$ cat src/rtl/bsp_pkg.sv
package bsp_pkg;

  typedef enum logic [2:0] {
    M_A2B   = 3'b000,
    M_B2A   = 3'b001,
    M_R2A   = 3'b010,
    M_R2B   = 3'b011,
    M_SHA   = 3'b100,
    M_SHB   = 3'b101,
    M_SHOFF = 3'b110,
    M_CLR   = 3'b111
  } bsp_mode_e;

  typedef enum logic [1:0] {
    REG_HOLD,
    REG_LOAD,
    REG_SHIFT,
    REG_ZERO
  } reg_op_e;

  typedef enum logic [1:0] {
    SRC_NONE,
    SRC_PEER,
    SRC_REG
  } drv_src_e;

  typedef struct packed {
    reg_op_e  op;
    logic     load_from_b;
    drv_src_e a_src;
    drv_src_e b_src;
  } bsp_ctrl_t;

endpackage

$ cat src/rtl/bsp_mode_dec.sv
module bsp_mode_dec
  import bsp_pkg::*;
(
  input  logic [2:0] mode,
  output bsp_ctrl_t  ctrl
);

  always_comb begin
    ctrl = '{op: REG_HOLD, load_from_b: 1'b0, a_src: SRC_NONE, b_src: SRC_NONE};
    case (bsp_mode_e'(mode))
      M_A2B: begin
        ctrl.op    = REG_LOAD;
        ctrl.b_src = SRC_PEER;
      end
      M_B2A: begin
        ctrl.op          = REG_LOAD;
        ctrl.load_from_b = 1'b1;
        ctrl.a_src       = SRC_PEER;
      end
      M_R2A:   ctrl.a_src = SRC_REG;
      M_R2B:   ctrl.b_src = SRC_REG;
      M_SHA: begin
        ctrl.op    = REG_SHIFT;
        ctrl.a_src = SRC_REG;
      end
      M_SHB: begin
        ctrl.op    = REG_SHIFT;
        ctrl.b_src = SRC_REG;
      end
      M_SHOFF: ctrl.op = REG_SHIFT;
      M_CLR:   ctrl.op = REG_ZERO;
      default: ctrl.op = REG_HOLD;
    endcase
  end

endmodule

$ cat src/rtl/bsp_shreg.sv
module bsp_shreg
  import bsp_pkg::*;
#(
  parameter int WIDTH = 8
) (
  input  logic             clk,
  input  logic             rst_n,
  input  reg_op_e          op,
  input  logic [WIDTH-1:0] load_val,
  input  logic             serin,
  output logic [WIDTH-1:0] q
);

  logic [WIDTH-1:0] shifted;

  assign shifted[0] = serin;
  for (genvar i = 1; i < WIDTH; i++) begin : g_shift
    assign shifted[i] = q[i-1];
  end

  function automatic logic [WIDTH-1:0] next_val(
    input reg_op_e          o,
    input logic [WIDTH-1:0] cur,
    input logic [WIDTH-1:0] ld,
    input logic [WIDTH-1:0] sh
  );
    case (o)
      REG_LOAD:  return ld;
      REG_SHIFT: return sh;
      REG_ZERO:  return '0;
      default:   return cur;
    endcase
  endfunction

  always_ff @(posedge clk or negedge rst_n) begin
    if (!rst_n) q <= '0;
    else        q <= next_val(op, q, load_val, shifted);
  end

endmodule

$ cat src/rtl/bsp_port_drv.sv
module bsp_port_drv
  import bsp_pkg::*;
#(
  parameter int WIDTH = 8
) (
  input  drv_src_e         src,
  input  logic [WIDTH-1:0] peer_in,
  input  logic [WIDTH-1:0] reg_val,
  output logic [WIDTH-1:0] dout,
  output logic             oe
);

  assign oe = (src != SRC_NONE);

  always_comb begin
    case (src)
      SRC_PEER: dout = peer_in;
      SRC_REG:  dout = reg_val;
      default:  dout = '0;
    endcase
  end

endmodule

$ cat src/rtl/bidir_shift_port.sv
module bidir_shift_port
  import bsp_pkg::*;
#(
  parameter int WIDTH = 8
) (
  input  logic             clk,
  input  logic             rst_n,
  input  logic [2:0]       mode,
  input  logic             serin,
  input  logic [WIDTH-1:0] a_in,
  output logic [WIDTH-1:0] a_out,
  output logic             a_oe,
  input  logic [WIDTH-1:0] b_in,
  output logic [WIDTH-1:0] b_out,
  output logic             b_oe,
  output logic             q_last
);

  localparam int MSB = WIDTH - 1;

  bsp_ctrl_t        ctrl;
  logic [WIDTH-1:0] reg_q;
  logic [WIDTH-1:0] load_val;

  bsp_mode_dec u_dec (
    .mode (mode),
    .ctrl (ctrl)
  );

  assign load_val = ctrl.load_from_b ? b_in : a_in;

  bsp_shreg #(.WIDTH(WIDTH)) u_reg (
    .clk      (clk),
    .rst_n    (rst_n),
    .op       (ctrl.op),
    .load_val (load_val),
    .serin    (serin),
    .q        (reg_q)
  );

  bsp_port_drv #(.WIDTH(WIDTH)) u_drv_a (
    .src     (ctrl.a_src),
    .peer_in (b_in),
    .reg_val (reg_q),
    .dout    (a_out),
    .oe      (a_oe)
  );

  bsp_port_drv #(.WIDTH(WIDTH)) u_drv_b (
    .src     (ctrl.b_src),
    .peer_in (a_in),
    .reg_val (reg_q),
    .dout    (b_out),
    .oe      (b_oe)
  );

  assign q_last = reg_q[MSB];

endmodule

$ cat config.mk
export PLATFORM = sky130hd
export DESIGN_NAME = bidir_shift_port
export DESIGN_NICKNAME = d
export VERILOG_FILES = /design/src/rtl/bsp_pkg.sv /design/src/rtl/bsp_mode_dec.sv /design/src/rtl/bsp_shreg.sv /design/src/rtl/bsp_port_drv.sv /design/src/rtl/bidir_shift_port.sv
export SDC_FILE = /design/constraint.sdc
export NUM_CORES = 1
export LEC_CHECK = 0
export BUFFER_PORTS_ARGS = -buffer_cell sky130_fd_sc_hd__buf_2
export CELL_PAD_IN_SITES_DETAIL_PLACEMENT = 0
export CELL_PAD_IN_SITES_GLOBAL_PLACEMENT = 1
export CORE_ASPECT_RATIO = 1.5
export CORE_MARGIN = 4
export CORE_UTILIZATION = 40
export CTS_CLUSTER_DIAMETER = 30
export CTS_CLUSTER_SIZE = 30
export DETAILED_ROUTE_END_ITERATION = 10
export PLACE_DENSITY_LB_ADDON = 0.1
export SLEW_MARGIN = 20
export SYNTH_ARGS = -nofsm -noshare
export SYNTH_HDL_FRONTEND = slang
export SYNTH_HIERARCHICAL = 1
export SYNTH_SLANG_ARGS = --single-unit
export TNS_END_PERCENT = 5
$ cat constraint.sdc
create_clock -name clk -period 2.2 [get_ports clk]
set_input_delay 0.33 -clock clk [delete_from_list [all_inputs] [get_ports clk]]
set_output_delay 0.33 -clock clk [all_outputs]
set_load 0.05 [all_outputs]
==> results.md <==
Logic synthesis:
- The area fraction of the dominant cell type after synthesis is 18.7%.
- The synthesized netlist contains 19 unique library cells.
- By area the synthesized netlist is led by sky130_fd_sc_hd__a22oi_2 19%, sky130_fd_sc_hd__dfrtp_1 19%, sky130_fd_sc_hd__nor2b_2 13%.
- The proportion of register bits with asynchronous set or reset after synthesis is 100%.
- The main flop type after synthesis is sky130_fd_sc_hd__dfrtp_1.
- Synthesis produced a netlist with a net count of 122.
- The number of flip-flops and latches in the synthesized netlist is 8.
- The total standard cell area after synthesis is 1070 um^2.
- In this run, synthesis inferred 0 flip-flops with an integrated enable.
- After synthesis, the mean cell area works out to 11.4 um^2.
- Of all cell types, the one taking the most synthesized area is sky130_fd_sc_hd__a22oi_2.
- Synthesis produced a netlist whose cell count is 94.
- Sequential cells were found to cover 18.7% of the synthesized design area.
- The total number of yosys warnings is 6.

Route:
- After detailed routing, the number of vias per cell comes to 5.03.
- The first TritonRoute pass finished after 4 iterations.
- The routed wire length is 2460 um.
- The iteration-0 DRC count of the detailed router is 7.
- The detailed-route wire length per cell is 14.4 um.
- The count of vias placed by the detailed router is 860.
- In this run the remaining antenna-violating nets after routing total 0.
- The residual DRC count is 0.

GRT:
- Global routing used 14.8% of the available tracks.
- The first global-routing pass estimated 4120 um of wire.
- After global routing the overflow that remains totals 0.
- The pin count of the biggest net entering global routing is 11.
- The number of global-route vias before repair is 876.
- The number of antenna violations at the first check in global routing is 0.

Floorplanning:
- In this run the horizontal extent of the chip is 50.2 um.
- The full die area is 3580 um^2.
- Measured along the y axis, the die boundary spans 71.3 um.
- For this configuration, the core starts out at a cell density of 42.7%.
- The number of I/O pins is 41.
- The area of the core is 2500 um^2.
- The standard-cell row count is 22.

Timing:
- Setup violations remaining at the end of the flow were counted as 0.
- The final hold violation count was 0.
- The tightest slew margin relative to the limit is 81.3%.
- Setup repair after global routing left no endpoint under its margin.
- The final critical path time including I/O delays and setup is 2040 ps.
- The setup TNS is 0 ps.
- Derived from the worst setup path, the maximum achievable clock frequency is 489 MHz.
- The measured slew at the worst slew-check pin is 280 ps.
- The worst-case clock skew is 0.191 ps.
- The final period utilization is 92.9%.
- The total count of max-transition violations in the final report is 0.
- The final worst setup slack is 156 ps.
- Final hold analysis gives a worst-case slack of 370 ps.

Critical path:
- The worst register-to-register path has a setup slack of 1410 ps.
- The endpoint type of the worst setup path is an output port.
- The category of the most critical setup path is in -> out.
- Along the worst path, the maximum fanout reaches 8.
- The data required time of the worst path is 1870 ps.
- The cell type with the highest occurrence count on the critical path is sky130_fd_sc_hd__buf_2.
- The cell with the largest stage delay on the worst path is sky130_fd_sc_hd__ha_2.
- The data arrival time at the worst-slack endpoint is 1710 ps.
- STA classifies the critical path startpoint as an input pin.
- The stage delay of the slowest cell on the critical path is 410 ps.
- Walking the worst path, the cells encountered are buf_2 -> nor3b_2 -> inv_1 -> ha_2 -> nor2b_2 -> buf_2.

Cells and area:
- The final net count is 165.
- The final instance area is 1330 um^2.
- The number of antenna repair diodes is 0.
- The area growth from synthesis to layout is 24.5%.
- The register containing the most flip-flops in the final layout is u_reg/q.
- The register with the most flip-flops in the layout has 8 of them.
- After the flow finishes, the layout carries non-filler instances totaling 171.
- The fraction of the core area covered by cells at the end of the flow is 53.1%.
- In the final layout, the registers with the most flip-flops are u_reg/q x8.
- The post-route netlist has 71.9% of its cells at a drive strength greater than 1.

Power and ir drop:
- Summed over all cells, the static leakage comes to 0.596 nW.
- The overall power is 584 uW.
- The maximum vdd drop is 0.151 mV.
- The power per cell area is 439 nW/um^2.

Clock network:
- The number of buffers inserted by post-CTS setup repair is 0.
- The later pin in the worst-skew pair is clocked with a latency of 250 ps.
- The total clock buffers created by CTS is 3.
- The clock tree buffer depth is 2.
- The clock net sink count is 8.
- After clock tree synthesis, the clock-pin slew on the worst setup and hold paths is 50 ps.
- In this run the number of H-tree levels came out at 1.
- TritonCTS built the clock tree.
- The root buffer cell is sky130_fd_sc_hd__clkbuf_4.

Placement:
- The quantity of I/O buffers inserted on ports is 40.
- Once detailed placement completed, the half-perimeter wirelength came to 2040 um.
- The post-placement setup slack is 35.4 ps.
- The total placed instance area is 1280 um^2.
- The post-placement cell count is 167.
- The final estimated routing congestion in global placement is 0.740.

Flow run:
- The number of maximum-capacitance constraint violations is 0.

Min path:
- The tightest min-delay check is of the in -> reg type.

Outcome:
- The run finished with clean final reports.
[Yosys cell counts, drive strengths merged, types with 6 or more instances]
master,count
inv,6
ha,6
o2bb2ai,8
buf,9
nor2b,17
mux2,8
mux2i,8
dfrtp,8
a22oi,16
[critical path: cells and delay by family]
| family | cells | cell delay [ps] |
|---|---|---|
| buffers and inverters | 3 | 500 |
| and+or+nand+nor | 2 | 460 |
| adders and majority gates | 1 | 410 |
[repair_timing]
action                                  CTS  global route
hold buffers                              1             0
endpoints found under the setup margin    0            16
resized for setup                         0             5
endpoints found under the hold margin     8             0
[routing by layer]
metal  share of wire [%]  wire length [um]  vias up  track usage (%)
met4                 1.5                38        0             6.46
met3                 3.4                84        4             1.25
met1                  42              1040      414             19.0
li1                    -                 -      421                -
met2                  53              1300       21             24.7
met5                   0                 0        -                0
[layout make-up]
cell class	instances	area (um^2)
Timing Repair Buffer	48	275
Fill cell	234	1170
Clock buffer	3	22.5
Inverter	6	22.5
Sequential cell	8	200
Multi-Input combinational cell	70	764
Tap cell	36	45.0
[logic make-up after synthesis]
kind of cell / after synthesis / share of synthesized area (%)
AND/OR/NAND/NOR: 22 / 17.3
adder cells (fa/ha/maj): 6 / 7.03
multiplexers: 16 / 18.7
flip-flops: 8 / 18.7
buffers and inverters: 16 / 11.6
AO/OA/AOI/OAI: 25 / 25.8
XOR/XNOR: 1 / 0.820
[final timing paths]
| path | end | cells past startpoint | start |
|---|---|---|---|
| setup reg to reg | u_reg/q[6] | 2 | u_reg/q[6] |
| min in group asynchronous | u_reg/q[7] | 2 | rst_n |
| max in group asynchronous | u_reg/q[1] | 2 | rst_n |
| hold reg to reg | u_reg/q[5] | 2 | u_reg/q[5] |
| setup / recovery | a_out[0] | 6 | mode[1] |
| hold / removal | u_reg/q[0] | 3 | serin |
[layout by cell type (no fill, tap or decap), types with 2 or more instances in the layout]
cell	synthesis	routed
sky130_fd_sc_hd__buf_2	0	40
sky130_fd_sc_hd__buf_4	1	6
sky130_fd_sc_hd__nor2b_2	16	16
sky130_fd_sc_hd__o2bb2ai_1	8	8
sky130_fd_sc_hd__inv_1	6	6
sky130_fd_sc_hd__ha_2	0	4
sky130_fd_sc_hd__a22oi_2	16	16
sky130_fd_sc_hd__dfrtp_1	8	8
sky130_fd_sc_hd__ha_1	6	2
sky130_fd_sc_hd__clkbuf_4	0	3
sky130_fd_sc_hd__mux2_4	8	8
sky130_fd_sc_hd__mux2i_1	8	8
[power by group]
part | internal (mW) | switching [mW] | total [mW]
Combinational | 0.121 | 0.153 | 0.275
Sequential | 0.168 | 0.0324 | 0.201
Clock | 0.0622 | 0.0468 | 0.109
Total | 0.352 | 0.233 | 0.584
Note: power is estimated with default switching activity, not from simulation.
